## src/rtl/alu8_pkg.sv

```systemverilog
package alu8_pkg;
  localparam int DW   = 8;
  localparam int OPW  = 4;
  localparam int NIB  = DW / 2;

  localparam int SB_C = 0;
  localparam int SB_Z = 1;
  localparam int SB_I = 2;
  localparam int SB_D = 3;
  localparam int SB_B = 4;
  localparam int SB_T = 5;
  localparam int SB_V = 6;
  localparam int SB_N = 7;

  typedef enum logic [OPW-1:0] {
    OP_PASS = 4'd0,
    OP_ADC  = 4'd1,
    OP_SBC  = 4'd2,
    OP_CMP  = 4'd3,
    OP_TST  = 4'd4,
    OP_TSB  = 4'd5,
    OP_TRB  = 4'd6,
    OP_TSTI = 4'd7,
    OP_ASL  = 4'd8,
    OP_LSR  = 4'd9,
    OP_ROL  = 4'd10,
    OP_ROR  = 4'd11
  } alu_op_e;

  typedef struct packed {
    logic [DW-1:0] res;
    logic          c;
    logic          v;
  } arith_t;

  function automatic arith_t bin_add(input logic [DW-1:0] a, input logic [DW-1:0] m,
                                     input logic ci);
    logic [DW:0] s;
    arith_t o;
    s     = {1'b0, a} + {1'b0, m} + {{DW{1'b0}}, ci};
    o.res = s[DW-1:0];
    o.c   = s[DW];
    o.v   = ~(a[DW-1] ^ m[DW-1]) & (a[DW-1] ^ s[DW-1]);
    return o;
  endfunction

  function automatic arith_t bin_sub(input logic [DW-1:0] a, input logic [DW-1:0] m,
                                     input logic bi);
    logic [DW:0] s;
    arith_t o;
    s     = {1'b0, a} - {1'b0, m} - {{DW{1'b0}}, bi};
    o.res = s[DW-1:0];
    o.c   = ~s[DW];
    o.v   = (a[DW-1] ^ m[DW-1]) & (a[DW-1] ^ s[DW-1]);
    return o;
  endfunction

  // Packed-BCD add: low digit first, overflow taken between the two corrections.
  function automatic arith_t dec_add(input logic [DW-1:0] a, input logic [DW-1:0] m,
                                     input logic ci);
    logic [NIB:0]    lo;
    logic [DW+1:0]   hi;
    arith_t o;
    lo = {1'b0, a[NIB-1:0]} + {1'b0, m[NIB-1:0]} + {{NIB{1'b0}}, ci};
    hi = {2'b00, a[DW-1:NIB], {NIB{1'b0}}} + {2'b00, m[DW-1:NIB], {NIB{1'b0}}};
    if (lo > (NIB+1)'(9)) begin
      lo = lo + (NIB+1)'(6);
      hi = hi + (DW+2)'(16);
    end
    o.v = ~(a[DW-1] ^ m[DW-1]) & (a[DW-1] ^ hi[DW-1]);
    if (hi > (DW+2)'(144)) hi = hi + (DW+2)'(96);
    o.c   = |hi[DW+1:DW];
    o.res = {hi[DW-1:NIB], lo[NIB-1:0]};
    return o;
  endfunction

  // Packed-BCD subtract: borrow in from the inverted carry; V as in binary.
  function automatic arith_t dec_sub(input logic [DW-1:0] a, input logic [DW-1:0] m,
                                     input logic bi);
    arith_t        b;
    logic [DW-1:0] lo;
    logic [11:0]   hi;
    arith_t o;
    b  = bin_sub(a, m, bi);
    lo = {{NIB{1'b0}}, a[NIB-1:0]} - {{NIB{1'b0}}, m[NIB-1:0]} - {{(DW-1){1'b0}}, bi};
    hi = {4'h0, a[DW-1:NIB], {NIB{1'b0}}} - {4'h0, m[DW-1:NIB], {NIB{1'b0}}};
    if (|lo[DW-1:NIB]) lo = lo - DW'(6);
    if (lo[DW-1])      hi = hi - 12'h010;
    if (|hi[11:8])     hi = hi - 12'h060;
    o.res = {hi[DW-1:NIB], lo[NIB-1:0]};
    o.c   = b.c;
    o.v   = b.v;
    return o;
  endfunction
endpackage

```

## src/rtl/alu8_addsub.sv

```systemverilog
module alu8_addsub import alu8_pkg::*; (
  input  logic [DW-1:0] a_in,
  input  logic [DW-1:0] m_in,
  input  logic          carry_in,
  input  logic          dec_en,
  input  logic          do_sub,
  output logic [DW-1:0] sum_out,
  output logic          carry_out,
  output logic          ovf_out
);
  arith_t r_add, r_sub, r_sel;

  always_comb begin
    if (dec_en) begin
      r_add = dec_add(a_in, m_in, carry_in);
      r_sub = dec_sub(a_in, m_in, ~carry_in);
    end else begin
      r_add = bin_add(a_in, m_in, carry_in);
      r_sub = bin_sub(a_in, m_in, ~carry_in);
    end
    r_sel = do_sub ? r_sub : r_add;
  end

  assign sum_out   = r_sel.res;
  assign carry_out = r_sel.c;
  assign ovf_out   = r_sel.v;
endmodule

```

## src/rtl/alu8_bittest.sv

```systemverilog
module alu8_bittest import alu8_pkg::*; (
  input  logic [DW-1:0] m_in,
  input  logic [DW-1:0] acc_in,
  input  logic [DW-1:0] imm_in,
  input  logic          use_imm,
  input  logic          wr_set,
  input  logic          wr_clr,
  output logic [DW-1:0] res_out,
  output logic          neg_out,
  output logic          ovf_out,
  output logic          zero_out
);
  logic [DW-1:0] probe;

  assign probe    = use_imm ? imm_in : acc_in;
  assign neg_out  = m_in[DW-1];
  assign ovf_out  = m_in[DW-2];
  assign zero_out = ~|(m_in & probe);

  always_comb begin
    if (wr_set)      res_out = m_in | acc_in;
    else if (wr_clr) res_out = m_in & ~acc_in;
    else             res_out = m_in;
  end
endmodule

```

## src/rtl/alu8_shifter.sv

```systemverilog
module alu8_shifter import alu8_pkg::*; (
  input  logic [DW-1:0] m_in,
  input  logic          carry_in,
  input  logic          go_right,
  input  logic          rotate,
  output logic [DW-1:0] res_out,
  output logic          carry_out
);
  logic fill;

  assign fill = rotate & carry_in;

  always_comb begin
    if (go_right) begin
      res_out   = {fill, m_in[DW-1:1]};
      carry_out = m_in[0];
    end else begin
      res_out   = {m_in[DW-2:0], fill};
      carry_out = m_in[DW-1];
    end
  end
endmodule

```

## src/rtl/bcd_flag_alu.sv

```systemverilog
module bcd_flag_alu import alu8_pkg::*; (
  input  logic           clk,
  input  logic           rst_n,
  input  logic [OPW-1:0] op_sel,
  input  logic [DW-1:0]  reg_opnd,
  input  logic [DW-1:0]  mem_opnd,
  input  logic [DW-1:0]  imm_mask,
  input  logic [DW-1:0]  stat_in,
  output logic [DW-1:0]  res_out,
  output logic [DW-1:0]  stat_out
);
  alu_op_e op;
  assign op = alu_op_e'(op_sel);

  // Named internal events, brought out for the checker.
  logic flag_wr;
  logic dec_mode;
  logic bit_grp;
  logic shift_grp;

  assign dec_mode  = stat_in[SB_D];
  assign bit_grp   = (op == OP_TST) || (op == OP_TSB) || (op == OP_TRB) || (op == OP_TSTI);
  assign shift_grp = (op == OP_ASL) || (op == OP_LSR) || (op == OP_ROL) || (op == OP_ROR);

  logic [DW-1:0] as_res;
  logic          as_c, as_v;
  logic [DW-1:0] bt_res;
  logic          bt_n, bt_v, bt_z;
  logic [DW-1:0] sh_res;
  logic          sh_c;
  logic [DW:0]   cmp_diff;

  alu8_addsub u_addsub (
    .a_in      (reg_opnd),
    .m_in      (mem_opnd),
    .carry_in  (stat_in[SB_C]),
    .dec_en    (dec_mode),
    .do_sub    (op == OP_SBC),
    .sum_out   (as_res),
    .carry_out (as_c),
    .ovf_out   (as_v)
  );

  alu8_bittest u_bittest (
    .m_in     (mem_opnd),
    .acc_in   (reg_opnd),
    .imm_in   (imm_mask),
    .use_imm  (op == OP_TSTI),
    .wr_set   (op == OP_TSB),
    .wr_clr   (op == OP_TRB),
    .res_out  (bt_res),
    .neg_out  (bt_n),
    .ovf_out  (bt_v),
    .zero_out (bt_z)
  );

  alu8_shifter u_shifter (
    .m_in      (mem_opnd),
    .carry_in  (stat_in[SB_C]),
    .go_right  ((op == OP_LSR) || (op == OP_ROR)),
    .rotate    ((op == OP_ROL) || (op == OP_ROR)),
    .res_out   (sh_res),
    .carry_out (sh_c)
  );

  assign cmp_diff = {1'b0, reg_opnd} - {1'b0, mem_opnd};

  logic [DW-1:0] nxt_res;
  logic [DW-1:0] nxt_stat;
  logic [DW-1:0] nz_val;

  always_comb begin
    nxt_res  = reg_opnd;
    nxt_stat = stat_in;
    nz_val   = reg_opnd;
    flag_wr  = 1'b0;
    case (op)
      OP_ADC, OP_SBC: begin
        flag_wr        = 1'b1;
        nxt_res        = as_res;
        nz_val         = as_res;
        nxt_stat[SB_C] = as_c;
        nxt_stat[SB_V] = as_v;
      end
      OP_CMP: begin
        flag_wr        = 1'b1;
        nz_val         = cmp_diff[DW-1:0];
        nxt_stat[SB_C] = ~cmp_diff[DW];
      end
      OP_TST, OP_TSB, OP_TRB, OP_TSTI: begin
        flag_wr        = 1'b1;
        nxt_res        = bt_res;
      end
      OP_ASL, OP_LSR, OP_ROL, OP_ROR: begin
        flag_wr        = 1'b1;
        nxt_res        = sh_res;
        nz_val         = sh_res;
        nxt_stat[SB_C] = sh_c;
      end
      default: ;
    endcase
    if (flag_wr) begin
      nxt_stat[SB_T] = 1'b0;
      if (bit_grp) begin
        nxt_stat[SB_N] = bt_n;
        nxt_stat[SB_V] = bt_v;
        nxt_stat[SB_Z] = bt_z;
      end else begin
        nxt_stat[SB_N] = nz_val[DW-1];
        nxt_stat[SB_Z] = ~|nz_val;
      end
    end
  end

  always_ff @(posedge clk) begin
    if (!rst_n) begin
      res_out  <= '0;
      stat_out <= '0;
    end else begin
      res_out  <= nxt_res;
      stat_out <= nxt_stat;
    end
  end
endmodule

```

## config.mk

```make
export PLATFORM = sky130hd
export DESIGN_NAME = bcd_flag_alu
export DESIGN_NICKNAME = d
export VERILOG_FILES = /design/src/rtl/alu8_pkg.sv /design/src/rtl/alu8_addsub.sv /design/src/rtl/alu8_bittest.sv /design/src/rtl/alu8_shifter.sv /design/src/rtl/bcd_flag_alu.sv
export SDC_FILE = /design/constraint.sdc
export NUM_CORES = 1
export LEC_CHECK = 0
export BUFFER_PORTS_ARGS = -buffer_cell sky130_fd_sc_hd__buf_2
export CAP_MARGIN = 40
export CORE_MARGIN = 2
export CORE_UTILIZATION = 40
export CTS_BUF_LIST = sky130_fd_sc_hd__clkbuf_8
export CTS_CLUSTER_DIAMETER = 80
export DETAILED_ROUTE_END_ITERATION = 8
export MAX_ROUTING_LAYER = met4
export PLACE_DENSITY_LB_ADDON = 0.1
export SETUP_SLACK_MARGIN = 0.1
export SYNTH_ARGS = -nofsm -noshare
export SYNTH_HDL_FRONTEND = slang
export SYNTH_SLANG_ARGS = --single-unit
```

## constraint.sdc

```tcl
create_clock -name clk -period 11.6 [get_ports clk]
set_clock_uncertainty 0.05 [all_clocks]
set_input_delay 1.16 -clock clk [delete_from_list [all_inputs] [get_ports clk]]
set_output_delay 1.16 -clock clk [all_outputs]
set_load 0.005 [all_outputs]
```

==> key figures, run 1 <==
Run status
  • Outcome: finished, final reports clean

STA
  • Time the worst path needs with I/O delays and setup: between 5 and 6 ns
  • Achievable frequency: between 0.15 and 0.2 GHz
  • Ratio of final minimum period to clock period: a little over two fifths
  • Actual transition at the worst max-transition pin: roughly 0.87 ns
  • Post-route setup slack: between 6 and 7 ns
  • Setup_tns: 0 ns
  • Number of failing hold endpoints at the final stage: 0
  • # setup viols final: 0
  • Slew margin rel.: between 40% and 50%
  • Slew Viols, Final: 0
  • Post-route worst hold slack: 1.06 ns
  • Setup repair after global routing missed its margin: false

Clock network
  • Post-cts repair resize count: 0
  • Clock tree root driver cell: sky130_fd_sc_hd__clkbuf_8
  • Number of buffers added to fix hold violations after cts: 0
  • Clk pin slew, worst setup/hold paths: roughly 0.06 ns
  • Number of setup buffers added after CTS: 0
  • TritonCTS clock tree: built
  • Number of H-tree levels: 1
  • Max Buffers Root-to-Sink: 2
  • Total clock buffers created by CTS: 3
  • # clock sinks: 16

Yosys
  • Synthesized area per cell: 7.49 um^2
  • Fraction of registers with async set/reset: 0%
  • Part of the Yosys area used for sequential elements: 8.83%
  • Number of enable-type register cells in the synthesized netlist: 0
  • List of most frequent post-synthesis cells: sky130_fd_sc_hd__nor2_1, sky130_fd_sc_hd__ha_1, sky130_fd_sc_hd__inv_1
  • Number of nets produced by synthesis: 567
  • Share of the synthesized area in the top cell type: around 14%
  • Post-Syn Instances: just under 500
  • Library cell with the largest summed area after synthesis: sky130_fd_sc_hd__ha_1
  • Netlist Area Pre-Place: around 3600 um^2
  • Count of cell types in the netlist: 84
  • Warnings from Yosys: 0
  • Flop and latch count out of synthesis: 16
  • Top FF cell, synth: sky130_fd_sc_hd__dfxtp_1
  • Most repeated cell in the gate-level netlist after synthesis: sky130_fd_sc_hd__nor2_1
  • Synth top area cells: sky130_fd_sc_hd__ha_1, sky130_fd_sc_hd__dfxtp_1, sky130_fd_sc_hd__mux2i_1, sky130_fd_sc_hd__nor2_1, sky130_fd_sc_hd__inv_1

GRT
  • Leftover overflow at the end of global routing: 0
  • Vias in the first global route: around 3,700
  • Global-route wire length before repair: approximately 21,000 um
  • Maximum number of pins on one net before global-route repair: 27
  • Initial antenna violation count: 0
  • Total routing usage reported by global routing: a little over a quarter

Route
  • Routed Antenna Nets: 0
  • Detailed Route Iter0 Violations: between 300 and 400
  • WL/cell: 20.9 um
  • DRC: 0
  • Number of detailed-routing iterations run before antenna repair: 5
  • Via count of the routed design: 3,930
  • Routed vias/inst: ~6.2
  • Final Routed Wirelength: ~13,000 um

Floorplan
  • # rows: 34
  • Die Y: roughly 99 um
  • Area of the die: ~9800 um^2
  • Starting Density: 41.4%
  • Die outline width: a little under 100 um
  • Ports placed on the boundary: 54
  • Core Area: roughly 8800 um^2

Layout
  • Antenna diode count: 0
  • Final #Nets: roughly 610
  • Number of filler instances in the final layout: 881
  • Layout Area Growth over Synthesis: 10.1%
  • Fraction of layout cells with a size suffix above 1: approximately 17%

Min path
  • Beginning of the worst hold path: stat_in[2]
  • Type of the most critical hold path: primary input to flop

Power
  • Post-layout total power: 0.329 mW
  • Worst IR Drop VDD: ~0.04 mV
  • Power density over cell area: between 80 and 90 nW/um^2
  • Leak Pwr: around 1.8 nW

Setup path
  • Category of the critical setup timing path: primary input to flop
  • Critical path data required time: approximately 12 ns
  • Maximum fanout along the worst path: 6
  • Data arrival at the endpoint of the critical path: 5.19 ns
  • Element type at the critical path start: primary input
  • Crit. End Element: flop
  • Crit path from: reg_opnd[0]

Placed design
  • Quantity of I/O buffers inserted on ports: 53
  • Setup slack at placement: between 6 and 7 ns
  • Detailed-placement wirelength estimate: roughly 10,000 um
  • Placer Congestion: around 0.92

Run
  • Max-cap violations: 0
==> metrics by stage <==
step / std cells / utilization, % / cell area [um^2]
2_1_floorplan: 484 / - / 3630
3_3_place_gp: 625 / 45.0 / 3950
3_5_place_dp: 626 / 45.1 / 3950
4_1_cts: 629 / 45.6 / 3990
5_1_grt: 629 / 45.6 / 3990
6_report: 629 / 45.6 / 3990
==> area by class of cell <==
class                   count  area, um^2  share of cell area [%]
well taps                 108         135                    3.38
multi-input cells         408        3070                    76.9
inverters                  38         143                    3.57
repair buffers             56         284                    7.11
clock buffers               3        41.3                    1.03
flip-flops and latches     16         320                    8.02
==> layout by cell type (no fill, tap or decap), drive strengths merged, types with 9 or more instances in the layout <==
| cell | count |
|---|---|
| buf | 56 |
| nor2 | 44 |
| ha | 40 |
| inv | 38 |
| nand2 | 30 |
| a21oi | 28 |
| o21ai | 22 |
| mux2i | 19 |
| dfxtp | 16 |
| xnor2 | 15 |
| nor3 | 14 |
| a31oi | 13 |
| a211oi | 12 |
| a21o | 11 |
| nand2b | 10 |
| nand3 | 10 |
| nor2b | 9 |
==> sequential cells by signal, indices dropped and copies added (netlist names) <==
| name | cells |
|---|---|
| res_out | 8 |
| stat_out | 8 |
==> metal layers <==
layer	GRT usage, %	wire length [um]
met1	38.1	6000
met4	6.43	239
met5	-	0
met3	2.18	784
met2	43.4	6140
==> kinds of logic (layout without fill, tap and decap cells) <==
kind of cell             Yosys count  after routing  synth area share (%)
adder cells (fa/ha/maj)           45             45                  16.6
AND/OR/NAND/NOR                  162            162                  23.3
AO/OA/AOI/OAI                    157            157                  32.8
buffers and inverters             60             97                  6.55
multiplexers                      23             23                  6.48
XOR/XNOR                          21             21                  5.45
flip-flops                        16             16                  8.83
==> final timing paths <==
check / end / slack, ns / depth (start not counted)
setup / recovery: stat_out[1] / 6.53 / 16
hold / removal: stat_out[2] / 1.06 / 2
==> critical path: stages <==
cell	delay [ns]
sky130_fd_sc_hd__buf_2	0.13
sky130_fd_sc_hd__inv_1	0.15
sky130_fd_sc_hd__fa_1	0.23
sky130_fd_sc_hd__inv_1	0.06
sky130_fd_sc_hd__fa_1	0.43
sky130_fd_sc_hd__xnor2_1	0.48
sky130_fd_sc_hd__ha_1	0.23
sky130_fd_sc_hd__nor2b_1	0.20
sky130_fd_sc_hd__a2bb2oi_2	0.22
sky130_fd_sc_hd__and3_1	0.24
sky130_fd_sc_hd__a211oi_1	0.11
sky130_fd_sc_hd__a2111oi_2	0.41
sky130_fd_sc_hd__a22oi_1	0.20
sky130_fd_sc_hd__nor4_1	0.51
sky130_fd_sc_hd__o2111ai_1	0.19
sky130_fd_sc_hd__a211oi_1	0.24
==> power breakdown <==
group | internal [mW] | switching (mW) | leakage, nW | total (mW)
clock network | 0.0231 | 0.0192 | 0.0216 | 0.0423
logic | 0.0870 | 0.139 | 1.67 | 0.226
registers | 0.0596 | 0.00106 | 0.133 | 0.0606
Power figures use the tool's default switching activity.
==> run 2: changes to the inputs <==
Clock period 11.6 ns to 4.72 ns, I/O delays scaled along.
==> run 2 against run 1 <==
Net effect: utilization grew 0.54 points; clock power grew to 2.9 times the previous value; via count shrank 0.53%; clock-buffer cell count grew 1; combinational power grew 150%; global-route usage shrank 0.21 points; critical path depth is the same; critical path type unchanged; highest routed layer unchanged.
==> key figures, run 2 (synthesis gave the netlist of run 1 again) <==
Run status
  • Outcome: finished, final reports clean

Clock network
  • TritonCTS clock tree: built
  • Number of buffers added to fix hold violations after cts: 0 (unchanged)
  • Number of H-tree levels: 1 (unchanged)
  • Number of setup buffers added after CTS: 0 (unchanged)
  • # clock sinks: 16 (unchanged)
  • Post-cts repair resize count: 0 (unchanged)
  • Total clock buffers created by CTS: 3 (unchanged)
  • Clock tree root driver cell: sky130_fd_sc_hd__clkbuf_8
  • Max Buffers Root-to-Sink: 2 (unchanged)
  • Clk pin slew, worst setup/hold paths: 0.07 ns (about the same)

Route
  • WL/cell: 20.8 um (-0.72%)
  • Final Routed Wirelength: 13,200 um (about the same)
  • DRC: 0 (unchanged)
  • Via count of the routed design: 3,909 (-0.53%)
  • Routed Antenna Nets: 0 (unchanged)
  • Detailed Route Iter0 Violations: 408 (+16%)
  • Number of detailed-routing iterations run before antenna repair: 5 (unchanged)
  • Routed vias/inst: 6.18 (-1.2%)

Power
  • Power density over cell area: 207 nW/um^2 (+150%)
  • Leak Pwr: 1.86 nW (+1.7%)
  • Worst IR Drop VDD: 0.107 mV (+170%)
  • Post-layout total power: 0.835 mW (+150%)

GRT
  • Global-route wire length before repair: 20,500 um (-0.50%)
  • Vias in the first global route: 3,639 (-2.0%)
  • Total routing usage reported by global routing: 27.2% (-0.21 points)
  • Leftover overflow at the end of global routing: 0 (unchanged)
  • Initial antenna violation count: 0 (unchanged)
  • Maximum number of pins on one net before global-route repair: 27 (unchanged)

STA
  • Time the worst path needs with I/O delays and setup: 4.15 ns
  • Actual transition at the worst max-transition pin: 0.796 ns (-0.0713 ns)
  • Slew margin rel.: 46.7% (+4.9 points)
  • Post-route worst hold slack: 0.374 ns (-0.686 ns)
  • Ratio of final minimum period to clock period: a little under 90%
  • Setup repair after global routing missed its margin: false
  • Achievable frequency: between 0.2 and 0.25 GHz
  • Slew Viols, Final: 0 (unchanged)
  • Number of failing hold endpoints at the final stage: 0 (unchanged)
  • # setup viols final: 0 (unchanged)
  • Post-route setup slack: 0.567 ns (-5.96 ns)
  • Setup_tns: 0 ns (unchanged)

Layout
  • Layout Area Growth over Synthesis: 11.4%
  • Antenna diode count: 0 (unchanged)
  • Most frequent cells in the layout: sky130_fd_sc_hd__buf_2, sky130_fd_sc_hd__nor2_1, sky130_fd_sc_hd__ha_1
  • Top flop regs: res_out x8, stat_out x8
  • Most common cell after layout, fill and taps aside: sky130_fd_sc_hd__buf_2
  • Final #Nets: 609 (+0.50%)
  • Fin area: 4040 um^2 (+1.2%)
  • Non-filler instance count after layout: 633 (+0.64%)
  • Fraction of layout cells with a size suffix above 1: 18.5% (+1.0 points)
  • Utilization of the core after routing: 46.1% (+0.54 points)

Run
  • Max-cap violations: 0 (unchanged)

Floorplan
  • Area of the die: 9850 um^2 (unchanged)
  • Core Area: 8760 um^2 (unchanged)
  • Starting Density: 41.4% (unchanged)
  • Die Y: 99.2 um (unchanged)
  • # rows: 34 (unchanged)
  • Die outline width: 99.2 um (unchanged)
  • Ports placed on the boundary: 54 (unchanged)

Setup path
  • Category of the critical setup timing path: primary input to flop
  • Largest delay contributor family on the critical path: compound AO/OA/AOI/OAI gates
  • Maximum fanout along the worst path: 6 (unchanged)
  • Chain of cells forming the critical path: buf_2, inv_1, fa_1, inv_1, fa_1, xnor2_2, ha_1, nor2b_1, a2bb2oi_2, and3_1, a211oi_1, a2111oi_2, a22oi_1, nor4_1, o2111ai_1, a211oi_1
  • Data arrival at the endpoint of the critical path: 4.27 ns (-0.92 ns)
  • Critical path data required time: 4.84 ns (-6.88 ns)
  • Crit. End Element: flop
  • Element type at the critical path start: primary input
  • Crit path from: reg_opnd[0]
  • Buffers plus inverters on the worst setup path: 3 (unchanged)
  • Crit path largest cell delay: 0.49 ns (-0.02 ns)
  • Slowest cell on the critical path: sky130_fd_sc_hd__nor4_1

Placed design
  • Detailed-placement wirelength estimate: 10,600 um (+1.3%)
  • Placer Congestion: 0.971 (+5.4%)
  • Setup slack at placement: 0.165 ns (-6.21 ns)
  • Quantity of I/O buffers inserted on ports: 53 (unchanged)
  • Placed cell area: 3980 um^2 (+0.66%)
  • Post-placement cell count: 629 (+0.48%)

Min path
  • Number of instances on the worst hold path: 2 (unchanged)
  • Beginning of the worst hold path: stat_in[2]
  • Worst Hold Endpoint: stat_out[2]
  • Type of the most critical hold path: primary input to flop
run 2: cell types whose count changed in the layout (fill, tap and decap cells not counted), sizes merged:
cell / delta
clkbuf: +1
buf: +3
run 2: how the worst max path moves through the flow:
stage,endpoint,slack [ns],cells past startpoint
floorplan,stat_out[1],0.90,15
global placement,stat_out[1],0.40,16
detailed placement,stat_out[1],0.16,16
CTS,stat_out[1],0.43,16
global route,stat_out[1],0.16,16
finish,stat_out[1],0.57,16
run 2: cell type report:
class	count	area, um^2
clock buffers	4	55.1
repair buffers	59	310
inverters	38	143
multi-input cells	408	3080
flip-flops and latches	16	320
well taps	108	135
fillers	929	4720
run 2: metal layers:
layer  part of all wire, %  vias up  track usage [%]
met4                   2.0        0             4.85
li1                      -     1869                -
met3                   6.8       23             2.88
met1                    46     1863             39.0
met5                     0        -                -
met2                    45      154             41.9
run 2: where the power goes:
part	internal [mW]	switching, mW
Combinational	0.219	0.344
Sequential	0.146	0.00254
Clock	0.0741	0.0497
Total	0.439	0.396
==> run 3: changes to the inputs <==
Settings changed: CORE_ASPECT_RATIO from default to 0.7.
==> run 3 against run 2 <==
Net effect: via count increased by 2.5%; final cell count rose by 2.7%; largest cell class unchanged; combinational power barely moved; first-iteration DRC count is 7.1% higher; critical path depth is the same; final area grew 0.50%; sequential power barely moved; critical path type unchanged; routed wire length up 2.9%; sequential share of layout area is essentially flat; highest routed layer unchanged; hold slack got worse by 0.0031 ns; flip-flop and latch count unchanged; total power rose by 0.94%.
==> key figures, run 3 (synthesis gave the netlist of run 1 again) <==
Run status
  • Outcome: finished, final reports clean

Clock network
  • Clk pin slew, worst setup/hold paths: 0.07 ns (about the same)
  • Number of H-tree levels: 1 (unchanged)
  • Clock tree root driver cell: sky130_fd_sc_hd__clkbuf_8
  • Number of setup buffers added after CTS: 0 (unchanged)
  • # clock sinks: 16 (unchanged)
  • TritonCTS clock tree: built
  • Total clock buffers created by CTS: 3 (unchanged)
  • Max Buffers Root-to-Sink: 2 (unchanged)
  • Number of buffers added to fix hold violations after cts: 0 (unchanged)
  • Post-cts repair resize count: 0 (unchanged)

STA
  • Post-route worst hold slack: 0.371 ns (-0.00311 ns)
  • Slew Viols, Final: 0 (unchanged)
  • Ratio of final minimum period to clock period: 90.8% (+2.8 points)
  • Setup_tns: 0 ns (unchanged)
  • Number of failing hold endpoints at the final stage: 0 (unchanged)
  • Post-route setup slack: 0.434 ns (-0.133 ns)
  • Slew margin rel.: 45.8% (-0.93 points)
  • Time the worst path needs with I/O delays and setup: 4.29 ns (+0.133 ns)
  • # setup viols final: 0 (unchanged)
  • Actual transition at the worst max-transition pin: 0.809 ns (+0.0139 ns)
  • Achievable frequency: 0.233 GHz (-3.1%)
  • Setup repair after global routing missed its margin: false

Route
  • WL/cell: 20.8 um (+0.18%)
  • Routed Antenna Nets: 0 (unchanged)
  • Detailed Route Iter0 Violations: 437 (+7.1%)
  • Routed vias/inst: 6.17 (-0.15%)
  • DRC: 0 (unchanged)
  • Number of detailed-routing iterations run before antenna repair: 5 (unchanged)
  • Via count of the routed design: 4,008 (+2.5%)
  • Final Routed Wirelength: 13,500 um (+2.9%)

Layout
  • Reg area: 320 um^2 (unchanged)
  • Antenna diode count: 0 (unchanged)
  • Number of filler instances in the final layout: 932 (+0.32%)
  • Top flop regs: res_out x8, stat_out x8
  • Layout Area Growth over Synthesis: 11.9%
  • Area of the multi-input gates: 3070 um^2 (-0.24%)
  • Most common cell after layout, fill and taps aside: sky130_fd_sc_hd__buf_2
  • Most frequent cells in the layout: sky130_fd_sc_hd__buf_2, sky130_fd_sc_hd__nor2_1, sky130_fd_sc_hd__ha_1
  • Fraction of layout cells with a size suffix above 1: 18.4% (-0.035 points)
  • Final #Nets: 610 (+0.16%)
  • Utilization of the core after routing: 45.5% (-0.62 points)

Power
  • Switching Fraction: 48.0% (+0.64 points)
  • Clock power share: 15.4% (+0.6 points)
  • Post-layout total power: 0.843 mW (+0.94%)
  • Power share of the sequential group: 17.7% (about the same)
  • NetSw: 0.405 mW (+2.3%)
  • Internal cell power: 0.438 mW (-0.29%)
  • Worst IR Drop VDD: 0.113 mV (+5.4%)
  • Share of total power in combinational logic: 66.9% (-0.5 points)
  • Power density over cell area: 208 nW/um^2 (+0.44%)
  • Leak Pwr: 1.86 nW (about the same)

GRT
  • Maximum number of pins on one net before global-route repair: 27 (unchanged)
  • Initial antenna violation count: 0 (unchanged)
  • Leftover overflow at the end of global routing: 0 (unchanged)
  • Total routing usage reported by global routing: 27.3% (+0.082 points)
  • Vias in the first global route: 3,643 (+0.11%)
  • Global-route wire length before repair: 20,800 um (+1.4%)

Min path
  • Worst Hold Endpoint: stat_out[2]
  • Number of instances on the worst hold path: 2 (unchanged)
  • Beginning of the worst hold path: stat_in[2]
  • Type of the most critical hold path: primary input to flop

Setup path
  • Largest delay contributor family on the critical path: compound AO/OA/AOI/OAI gates
  • Chain of cells forming the critical path: buf_2, inv_1, fa_1, inv_1, fa_1, xnor2_1, ha_1, nor2b_1, a2bb2oi_2, and3_1, a211oi_1, a2111oi_2, a22oi_1, nor4_1, o2111ai_1, a211oi_1
  • Maximum fanout along the worst path: 6 (unchanged)
  • Crit path from: reg_opnd[0]
  • Slowest cell on the critical path: sky130_fd_sc_hd__nor4_1
  • Element type at the critical path start: primary input
  • Crit path largest cell delay: 0.51 ns (+0.02 ns)
  • Critical path data required time: 4.84 ns (about the same)
  • Crit. End Element: flop
  • Data arrival at the endpoint of the critical path: 4.40 ns (+0.13 ns)
  • Category of the critical setup timing path: primary input to flop
  • Buffers plus inverters on the worst setup path: 3 (unchanged)

Floorplan
  • Core Area: 8930 um^2 (+1.9%)
  • # rows: 29 (-15%)
  • Ports placed on the boundary: 54 (unchanged)
  • Starting Density: 40.6% (-0.75 points)
  • Die Y: 83.7 um (-16%)
  • Die outline width: 118 um (+19%)
  • Area of the die: 9860 um^2 (+0.12%)

Placed design
  • Placer Congestion: 1.03 (+6.4%)
  • Quantity of I/O buffers inserted on ports: 53 (unchanged)
  • Setup slack at placement: 0.201 ns (+0.0363 ns)
  • Detailed-placement wirelength estimate: 10,900 um (+3.1%)

Run
  • Max-cap violations: 0 (unchanged)
run 3: cell count changes in the layout (fill, tap and decap cells not counted):
cell                      previous run  this run
sky130_fd_sc_hd__buf_4               6         7
sky130_fd_sc_hd__xnor2_1            14        15
sky130_fd_sc_hd__xnor2_2             1         0
run 3: how the worst max path moves through the flow:
stage,slack (ns),depth (start not counted),endpoint
finish,0.43,16,stat_out[1]
global route,0.17,16,stat_out[1]
CTS,0.49,16,stat_out[1]
global placement,0.44,16,stat_out[1]
floorplan,0.90,15,stat_out[1]
detailed placement,0.20,16,stat_out[1]
run 3: metrics by stage:
step / area [um^2] / cells
floorplan: 3630 / 484
detailed placement: 4010 / 646
global route: 4060 / 650
global placement: 4010 / 646
finish: 4060 / 650
CTS: 4060 / 650
run 3: area by class of cell:
type                            count  area share (%)
Multi-Input combinational cell    408            75.6
Inverter                           38            3.51
Sequential cell                    16            7.89
Clock buffer                        4            1.36
Timing Repair Buffer               60            7.83
Tap cell                          124            3.82
run 3: power groups by stage:
stage | combinational, mW | sequential (mW) | clock (mW)
after detailed placement | 0.548 | 0.152 | 0
after global routing | 0.612 | 0.150 | 0.135
after CTS | 0.551 | 0.149 | 0.129
final | 0.564 | 0.149 | 0.130
after floorplan | 0.394 | 0.154 | 0
after global placement | 0.547 | 0.152 | 0
run 3: layer usage:
metal,track usage [%],up-vias,share of wire (%)
met5,-,-,0
met4,3.83,0,1.3
met3,3.28,20,9.6
met2,39.1,207,41
met1,41.4,1908,48
li1,-,1873,-
